<file path="config.mk">
export PLATFORM = sky130hd
export DESIGN_NAME = ser_emph_top
export DESIGN_NICKNAME = d
export VERILOG_FILES = /design/src/rtl/ser_emph_pkg.sv /design/src/rtl/ser_rate_div.sv /design/src/rtl/ser_mux_tree.sv /design/src/rtl/ser_emph_enc.sv /design/src/rtl/ser_emph_top.sv
export SDC_FILE = /design/constraint.sdc
export NUM_CORES = 1
export LEC_CHECK = 0
export BUFFER_PORTS_ARGS = -buffer_cell sky130_fd_sc_hd__buf_4
export CAP_MARGIN = 5
export CORE_MARGIN = 2
export CORE_UTILIZATION = 40
export CTS_CLUSTER_SIZE = 20
export DETAILED_ROUTE_END_ITERATION = 8
export PLACE_DENSITY = 0.64
export SETUP_SLACK_MARGIN = 0.3
export SYNTH_ARGS = -nofsm -noshare
export SYNTH_HDL_FRONTEND = slang
export SYNTH_SLANG_ARGS = --single-unit
</file>
<file path="constraint.sdc">
create_clock -name clk_i -period 4.15 [get_ports clk_i]
set_input_delay 0.6225 -clock clk_i [delete_from_list [all_inputs] [get_ports clk_i]]
set_output_delay 0.6225 -clock clk_i [all_outputs]
set_load 0.03 [all_outputs]
</file>
<file path="src/rtl/ser_emph_pkg.sv">
package ser_emph_pkg;

   // number of selector levels for a power-of-two word width
   function automatic int tree_levels(input int width);
      int n;
      n = 0;
      while ((1 << n) < width) n++;
      return n;
   endfunction

   function automatic bit is_pow2(input int width);
      return (width >= 2) && ((width & (width - 1)) == 0);
   endfunction

   typedef enum logic {
      DRV_DOWN = 1'b0,
      DRV_UP   = 1'b1
   } drv_dir_e;

endpackage

</file>
<file path="src/rtl/ser_rate_div.sv">
module ser_rate_div #(
   parameter int WORD_W = 16,
   localparam int LVL   = ser_emph_pkg::tree_levels(WORD_W)
) (
   input  logic           clk_i,
   input  logic           rst_i,
   output logic [LVL-1:0] phase_o,
   output logic           stb_o
);

   logic [LVL-1:0] cnt_q;

   always_ff @(posedge clk_i) begin
      if (rst_i) cnt_q <= '0;
      else       cnt_q <= cnt_q + 1'b1;
   end

   assign phase_o = cnt_q;
   assign stb_o   = (cnt_q == LVL'(WORD_W - 1));


   stb_single_chk: assert property (@(posedge clk_i) disable iff (rst_i)
      stb_o |=> !stb_o);


   phase_step_chk: assert property (@(posedge clk_i) disable iff (rst_i)
      !$past(rst_i) |-> (cnt_q == LVL'($past(cnt_q) + 1'b1)));

endmodule

</file>
<file path="src/rtl/ser_mux_tree.sv">
module ser_mux_tree #(
   parameter int WORD_W = 16,
   localparam int LVL   = ser_emph_pkg::tree_levels(WORD_W)
) (
   input  logic              clk_i,
   input  logic              rst_i,
   input  logic              load_i,
   input  logic [WORD_W-1:0] word_i,
   input  logic [LVL-1:0]    phase_i,
   output logic              bit_o
);

   logic [WORD_W-1:0] held_q;
   logic [WORD_W-1:0] stage [0:LVL];

   always_ff @(posedge clk_i) begin
      if (rst_i)       held_q <= '0;
      else if (load_i) held_q <= word_i;
   end

   assign stage[0] = held_q;

   // level lv runs at 1/2^(LVL-lv) of the bit rate: it is steered by phase bit LVL-1-lv
   for (genvar lv = 0; lv < LVL; lv++) begin : g_lvl
      localparam int HALF = WORD_W >> (lv + 1);
      for (genvar j = 0; j < HALF; j++) begin : g_sel
         assign stage[lv+1][j] = phase_i[LVL-1-lv] ? stage[lv][j+HALF] : stage[lv][j];
      end
      assign stage[lv+1][WORD_W-1:HALF] = '0;
   end

   assign bit_o = stage[LVL][0];


   held_stable_chk: assert property (@(posedge clk_i) disable iff (rst_i)
      !load_i |=> $stable(held_q));

endmodule

</file>
<file path="src/rtl/ser_emph_enc.sv">
module ser_emph_enc #(
   parameter int SEG_N = 4
) (
   input  logic             clk_i,
   input  logic             rst_i,
   input  logic             bit_i,
   input  logic [SEG_N-1:0] coef_i,
   output logic             cur_o,
   output logic             dly_o,
   output logic [SEG_N-1:0] seg_o
);
   import ser_emph_pkg::*;

   logic             cur_q, dly_q;
   logic [SEG_N-1:0] seg_q;

   always_ff @(posedge clk_i) begin
      if (rst_i) begin
         cur_q <= 1'b0;
         dly_q <= 1'b0;
      end else begin
         cur_q <= bit_i;
         dly_q <= cur_q;
      end
   end

   // one flop per weighted segment; cur_q becomes the delayed tap at this edge
   for (genvar i = 0; i < SEG_N; i++) begin : g_seg
      always_ff @(posedge clk_i) begin
         if (rst_i)          seg_q[i] <= DRV_DOWN;
         else if (coef_i[i]) seg_q[i] <= ~cur_q;
         else                seg_q[i] <= bit_i;
      end
   end

   assign cur_o = cur_q;
   assign dly_o = dly_q;
   assign seg_o = seg_q;


   tap_delay_chk: assert property (@(posedge clk_i) disable iff (rst_i)
      !$past(rst_i) |-> (dly_q == $past(cur_q)));


   zero_coef_chk: assert property (@(posedge clk_i) disable iff (rst_i)
      (coef_i == '0) |=> (seg_q == {SEG_N{cur_q}}));


   full_coef_chk: assert property (@(posedge clk_i) disable iff (rst_i)
      (coef_i == '1) |=> (seg_q == {SEG_N{~dly_q}}));


   reset_down_chk: assert property (@(posedge clk_i)
      rst_i |=> (seg_q == '0 && !cur_q && !dly_q));

endmodule

</file>
<file path="src/rtl/ser_emph_top.sv">
module ser_emph_top #(
   parameter int WORD_W = 16,
   parameter int SEG_N  = 4
) (
   input  logic              clk_i,
   input  logic              rst_i,
   input  logic [WORD_W-1:0] data_i,
   input  logic [SEG_N-1:0]  coef_i,
   output logic              word_stb_o,
   output logic              ser_o,
   output logic              ser_dly_o,
   output logic [SEG_N-1:0]  seg_up_o
);
   localparam int LVL = ser_emph_pkg::tree_levels(WORD_W);

   if (!ser_emph_pkg::is_pow2(WORD_W)) begin : g_bad_width
      $error("WORD_W must be a power of two of at least 2");
   end
   if (SEG_N < 1 || SEG_N > 8) begin : g_bad_seg
      $error("SEG_N must lie in 1..8");
   end

   logic [LVL-1:0] phase;
   logic           stb;
   logic           tree_bit;

   ser_rate_div #(.WORD_W(WORD_W)) u_div (
      .clk_i   (clk_i),
      .rst_i   (rst_i),
      .phase_o (phase),
      .stb_o   (stb)
   );

   ser_mux_tree #(.WORD_W(WORD_W)) u_tree (
      .clk_i   (clk_i),
      .rst_i   (rst_i),
      .load_i  (stb),
      .word_i  (data_i),
      .phase_i (phase),
      .bit_o   (tree_bit)
   );

   ser_emph_enc #(.SEG_N(SEG_N)) u_enc (
      .clk_i  (clk_i),
      .rst_i  (rst_i),
      .bit_i  (tree_bit),
      .coef_i (coef_i),
      .cur_o  (ser_o),
      .dly_o  (ser_dly_o),
      .seg_o  (seg_up_o)
   );

   assign word_stb_o = stb;


   ser_follows_tree_chk: assert property (@(posedge clk_i) disable iff (rst_i)
      !$past(rst_i) |-> (ser_o == $past(tree_bit)));

endmodule

</file>
After elaboration in Yosys (flattened, before gate mapping)
Index checks and enable logic that the tools add are counted.

cells by class
  add/subtract/negate cells = 1
  eq/ne operators = 1
  muxes and demuxes = 19
  bitwise logic cells = 1

operators with widths
  cell                                         count
  2-to-1 mux 1 bit                             19
  adder 4 x 1 -> 4 bit, second input constant  1
  == test 4 bit, second input constant         1
  NOT 1 bit                                    1

storage, ports and cells
  register bits after elaboration = 26

Depth between registers and ports, before layout
Gate-level depths: netlist (run 1).

  word-level depth = 5
  gate-level depth with buffers = 6
  gate-level depth less buffers = 5

Modules after synthesis
A second synthesis (run 1) with hierarchy kept.

unflattened totals
  cells, all modules = 93
  area total of the unflattened synthesis = 1048.5 sq um

modules (own cells, without submodules)
  module        times used  cells each  area an instance (sq um)
  ser_mux_tree  1           59          693.2
  ser_emph_enc  1           20          202.7
  ser_rate_div  1           14          152.6

Worst setup path after synthesis (run 1)
Ideal clock, no wire load.

  path kind = flip-flop to output port
  from = reg u_div.cnt_q[1], in the netlist u_div.phase_o[1]
  to = out word_stb_o
  arrival time = 1193 ps
  setup slack = 2335 ps
  stages on the path, launching flop included = 5
  cell sequence = dfxtp_1 ha_1 nand3_2 clkinv_1 buf_2

on the way
  longest elaborated chain between the ends = 1

ends and longest elaborated chain
  element                 RTL line            source
  from (decl)             ser_rate_div.sv:11  logic [LVL-1:0] cnt_q;
  from (signal assigned)  ser_rate_div.sv:15  else cnt_q <= cnt_q + 1'b1;
  == test 4 bit           ser_rate_div.sv:19  assign stb_o = (cnt_q == LVL'(WORD_W - 1));
  to (decl)               ser_emph_top.sv:9   output logic word_stb_o,

Every way passes these cells.

Worst setup path in the final report (run 1)
Ends and elaborated chain as after synthesis.

==> run metrics, run 1 <==
outcome=completed; top post-synthesis cells by area=dfxtp_1 (49%), nand2_1 (12%), a21oi_1 (7.5%); Max Cap Viol=0; row cnt=18; Synth Warn #=0; post_cts resized=0; final WL=around 2.1 mm; Port-buffer cells=28; cell breakdown of the critical path=ha_1 > nand3_2 > clkinv_1 > buf_4; Cell Pwr Density=339 nW/um^2; Synth Area in Adders=between 1 and 1.5%; hold violation count in the final report=0; Synth Area in Compound Gates=between 15 and 20%; CTS H-tree lvls=1; core area=between 2000 and 2500 um^2; largest family of logic cells by synthesized area=simple AND/OR/NAND/NOR gates; Die ar.=3080 um^2; Hold Path Class=flip-flop to flip-flop; initial antenna violation count=0; crit-path max cell delay=0.44 ns; via count=between 800 and 900; TritonCTS clock tree=built; worst-skew pair later-pin latency=roughly 0.33 ns; Min Hold Slack=between 0.4 and 0.5 ns; diodes inserted=0; worst setup path startpoint=u_div.phase_o[1]; GPL Wtd Cong=approximately 0.89; cell with the most instances after synthesis=nand2_1; first-pass GRT wire length=~3.6 mm; relative slew slack=a little under three quarters; Synth Area in Simple Gates=approximately a fifth; FMAX=around 380 MHz; Setup TNS=0 ns; CP Class=flip-flop to output port; fraction of registers with async set/reset=0%; reg-to-reg slack, setup=2.42 ns; Tmin final=2.64 ns; Worst setup EP type=output port; # IOs=29; distinct cell type count after synthesis=25; xor/xnor share of the synthesized area=roughly 1.7%; r2r startpoint=u_div.phase_o[1]; Total GRT Usage=between 10% and 20%; vias in the first global route=about 780; Crit-path slowest cell=clkinv_1; post-CTS setup buffers=0; Max Slew Vio Count=0; Mapped Area=approximately 1100 um^2; CTS Buf Count=3; share of cells above drive strength 1=roughly 28%; Final Setup Violations=0; Req. time, crit path=roughly 3.5 ns; Worst IR Drop VDD=between 0.15 and 0.2 mV; RR Endpoint=u_tree.held_q[9]; post-layout instance area=1310 um^2; syn_area_per_cell=8.92 um^2; Post-CTS Hold Fix Bufs=0; die width=between 50 and 60 um; Seq/Total Area, Yosys=roughly half; fin nets=between 150 and 200; Critical path destination=word_stb_o; crit share post-route=approximately 64%; Static Leak=between 0.5 and 0.6 nW; Worst Tran Pin Value=about 0.43 ns; DP Area=approximately 1300 um^2; DRT iter0 DRCs=9; final core utilization=a little over half; R2R depth=5; Longest Clk Path Bufs=2; root buffer cell=clkbuf_4; CP max FO=17; Initial Util=42.4%; Post-synth EDFFs=0; CP startpoint kind=flip-flop; Syn Nets=142; multiplexer area fraction after synthesis=about 8.0%; Commonest cells post-synth=nand2_1 (34), dfxtp_1 (26), a21oi_1 (16); dpl hpwl=roughly 1.5 mm; Post-route DRC=0; Area growth, synth to finish=23.5%; Worst-path clk slew=between 0.1 and 0.15 ns; Syn Inst Count=119; ys flop type=dfxtp_1; Die H=around 56 um; Worst Skew=roughly 0.0099 ns; top cell type's share of synthesized area=about half; cell accounting for the most synthesized area=dfxtp_1; DR WL/cell=~12 um; total global routing overflow=0; post-synthesis register bit count=26; Initial DRT Pass Iterations=4; largest net degree at the start of global routing=24; RSZ-0062 raised after global routing=no; Via density=4.87; final antenna-violating net count=0; Crit path arrival time=roughly 2 ns; clock sinks=26
## worst min path at each step
stage / startpoint / to / slack [ns] / depth (start not counted)
6_report: u_tree.held_q[14] / u_tree.held_q[14] / 0.47 / 2
5_1_grt: u_tree.held_q[12] / u_tree.held_q[12] / 0.48 / 2
4_1_cts: u_tree.held_q[1] / u_tree.held_q[1] / 0.47 / 2
3_5_place_dp: u_tree.held_q[1] / u_tree.held_q[1] / 0.45 / 2
3_3_place_gp: u_tree.held_q[10] / u_tree.held_q[10] / 0.45 / 2
2_1_floorplan: u_tree.held_q[8] / u_tree.held_q[8] / 0.43 / 2
## flip-flops by register name, indices dropped and copies added, names as in the netlist
register       count
u_tree.held_q     16
u_div.phase_o      4
u_enc.seg_o        4
u_enc.cur_o        1
u_enc.dly_o        1
## routing by layer
layer  global-route usage, %  vias up  wire [um]  share of wire (%)
li1                        -      444          -                  -
met1                    19.3      389        994                 47
met2                    23.1       14        992                 47
met3                    2.34        5         68                3.2
met4                    8.36        0         47                2.2
met5                       0        -          0                  0
## cell families after synthesis
| group | count (synthesis) |
|---|---|
| mux | 6 |
| simple gates | 48 |
| flops | 26 |
| xor+xnor | 2 |
| buf+inv | 12 |
| compound gates | 24 |
| fa+ha+maj | 1 |
## cells in the final DEF, fill, tap and decap left out, drive strengths merged
cell type / instances
nor2b: 2
nand3: 1
xor2: 1
nor2: 8
clkinv: 1
nand2: 34
a31oi: 4
and2b: 1
inv: 5
and2: 1
clkbuf: 4
a21oi: 16
mux2i: 4
o2111ai: 1
a22oi: 1
ha: 1
buf: 28
mux4: 2
a21boi: 1
o211ai: 1
dfxtp: 26
nand3b: 1
xnor2: 1
## through the flow
stage / cells / power, mW / setup slack, ns
final: 175 / 0.445 / 1.51
after global routing: 175 / 0.462 / 1.34
after CTS: 175 / 0.446 / 1.51
after detailed placement: 171 / 0.320 / 1.89
after global placement: 171 / 0.319 / 1.93
after floorplan: 119 / 0.296 / 2.33
## power by group
part | internal (mW) | total (mW) | switching (mW)
registers | 0.257 | 0.263 | 0.00648
logic | 0.0271 | 0.0517 | 0.0246
clock network | 0.0538 | 0.130 | 0.0760
## worst max-delay path, delay by kind of cell, from the launching register on
kind | cells | cell delay [ns]
simple gates | 1 | 0.25
fa+ha+maj | 1 | 0.25
flops | 1 | 0.41
buf+inv | 2 | 0.76
## final cells by class
cell class	count	area (um^2)
Tap cell	30	37.5
Fill cell	241	1190
Clock buffer	4	36.3
Inverter	6	22.5
Timing Repair Buffer	28	210
Sequential cell	26	520
Multi-Input combinational cell	81	483
Power figures use the tool's default switching activity.
==> run 2: changes to the inputs <==
- PLACE_DENSITY: 0.64 -> 0.66
- clock period: 4.15 -> 2.4 ns (I/O delays scaled with it)
==> run metrics, run 2 (same netlist as run 1, synthesis figures left out) <==
outcome=completed; Post-route DRC=0 (unchanged); Placed Cells=173 (+1.2%); final WL=2.14 mm (+1.8%); Post-CTS Hold Fix Bufs=0 (unchanged); DRT iter0 DRCs=10 (+1); Static Leak=0.517 nW (+1.9%); hold path depth=3 (+1); diodes inserted=0 (unchanged); Longest Clk Path Bufs=2 (unchanged); Non-Filler Instances=177 (+1.1%); Die ar.=3080 um^2 (unchanged); Final Setup Violations=0 (unchanged); Req. time, crit path=2.04 ns (-1.49 ns); core area=2500 um^2 (unchanged); CP max FO=17 (unchanged); Worst Slack Setup Final=0.480 ns (-1.03 ns); Worst IR Drop VDD=0.372 mV (+110%); CP startpoint kind=flip-flop; # IOs=29 (unchanged); most common cell after layout, fill and taps aside=nand2_1; vias in the first global route=883 (+13%); total global routing overflow=0 (unchanged); Initial DRT Pass Iterations=4 (unchanged); Tmin final=around 1.9 ns; fin nets=171 (+1.2%); CTS Buf Count=3 (unchanged); worst-skew pair later-pin latency=0.32 ns (about the same); Worst Skew=0.00817 ns (-0.00174 ns); CTS H-tree lvls=1 (unchanged); Max Cap Viol=0 (unchanged); Crit path arrival time=1.56 ns (-0.45 ns); hold violation count in the final report=0 (unchanged); Port-buffer cells=28 (unchanged); CP Class=flip-flop to output port; clock sinks=26 (unchanged); initial antenna violation count=0 (unchanged); dpl hpwl=1.62 mm (+6.2%); post-CTS setup buffers=0 (unchanged); via count=868 (+1.9%); RSZ-0062 raised after global routing=no; Die H=55.5 um (unchanged); first-pass GRT wire length=3.95 mm (+10%); Total GRT Usage=15.8% (+1.0 points); post_cts resized=0 (unchanged); row cnt=18 (unchanged); Via density=4.90 (+0.73%); Worst setup EP type=output port; crit share post-route=80.0%; final antenna-violating net count=0 (unchanged); max reg flops=16 (unchanged); GPL Wtd Cong=0.829 (-6.4%); largest net degree at the start of global routing=24 (unchanged); Area growth, synth to finish=24.9%; die width=55.5 um (unchanged); TritonCTS clock tree=built; Max Slew Vio Count=0 (unchanged); Hold Path Class=primary input to flip-flop; Fillers=233 (-3.3%); Worst-path clk slew=0.14 ns (about the same); Setup TNS=0 ns (unchanged); FMAX=521 MHz; Top reg by flops=u_tree.held_q; DR WL/cell=12.1 um (+0.61%); root buffer cell=clkbuf_4; commonest non-fill, non-tap cells in the layout=nand2_1 (34), buf_4 (30), dfxtp_1 (26); Worst Tran Pin Value=0.449 ns (+0.0174 ns); Cell Pwr Density=575 nW/um^2 (+70%); R2R depth=3 (-2); share of cells above drive strength 1=28.6% (+0.99 points); pre-CTS WS=0.830 ns (-1.06 ns); relative slew slack=70.0% (-1.0 points); Initial Util=42.4% (unchanged)
==> run 2: changes by cell type in the layout (fill, tap and decap cells not counted), sizes merged <==
cell | previous run | this run
buf | 28 | 30
==> run 2: path summary, 6_finish.rpt <==
kind / start / to / slack, ns
worst max-delay path: u_div.phase_o[1] / word_stb_o / 0.48
worst min-delay path: data_i[2] / u_tree.held_q[2] / 0.26
worst max register to register: u_div.phase_o[2] / u_enc.seg_o[0] / 0.80
worst min register to register: u_tree.held_q[14] / u_tree.held_q[14] / 0.47
==> run 2: where the power goes <==
part           total, mW  internal [mW]  switching, mW
Clock              0.218         0.0928          0.125
Sequential         0.455          0.444         0.0110
Combinational     0.0896         0.0470         0.0426
Total              0.762          0.583          0.179
==> run 2: metrics by stage <==
stage	power [mW]	util, %	cell area [um^2]	hold slack, ns
after floorplan	0.512	-	1060	0.433
after global placement	0.553	51.6	1290	0.448
after detailed placement	0.554	51.6	1290	0.448
after CTS	0.770	53.0	1330	0.255
after global routing	0.799	53.0	1330	0.251
final	0.762	53.0	1330	0.265
==> run 2: cell type report <==
cell class / instances / area (um^2) / share of cell area [%]
Multi-Input combinational cell: 81 / 483 / 36.4
Inverter: 6 / 22.5 / 1.70
Timing Repair Buffer: 30 / 225 / 17.0
Tap cell: 30 / 37.5 / 2.83
Sequential cell: 26 / 520 / 39.3
Clock buffer: 4 / 36.3 / 2.74
==> run 2: layer usage <==
metal  part of all wire (%)  track usage [%]
met5                      0                0
met4                    1.4             6.27
met3                    2.9             2.34
met2                     49             25.7
met1                     47             21.0
==> run 2: worst max-delay path, cell delays in order (launching register included) <==
cell,delay (ns)
dfxtp_1,0.49
ha_1,0.26
nand3_2,0.07
buf_4,0.20
clkinv_1,0.07
buf_4,0.15
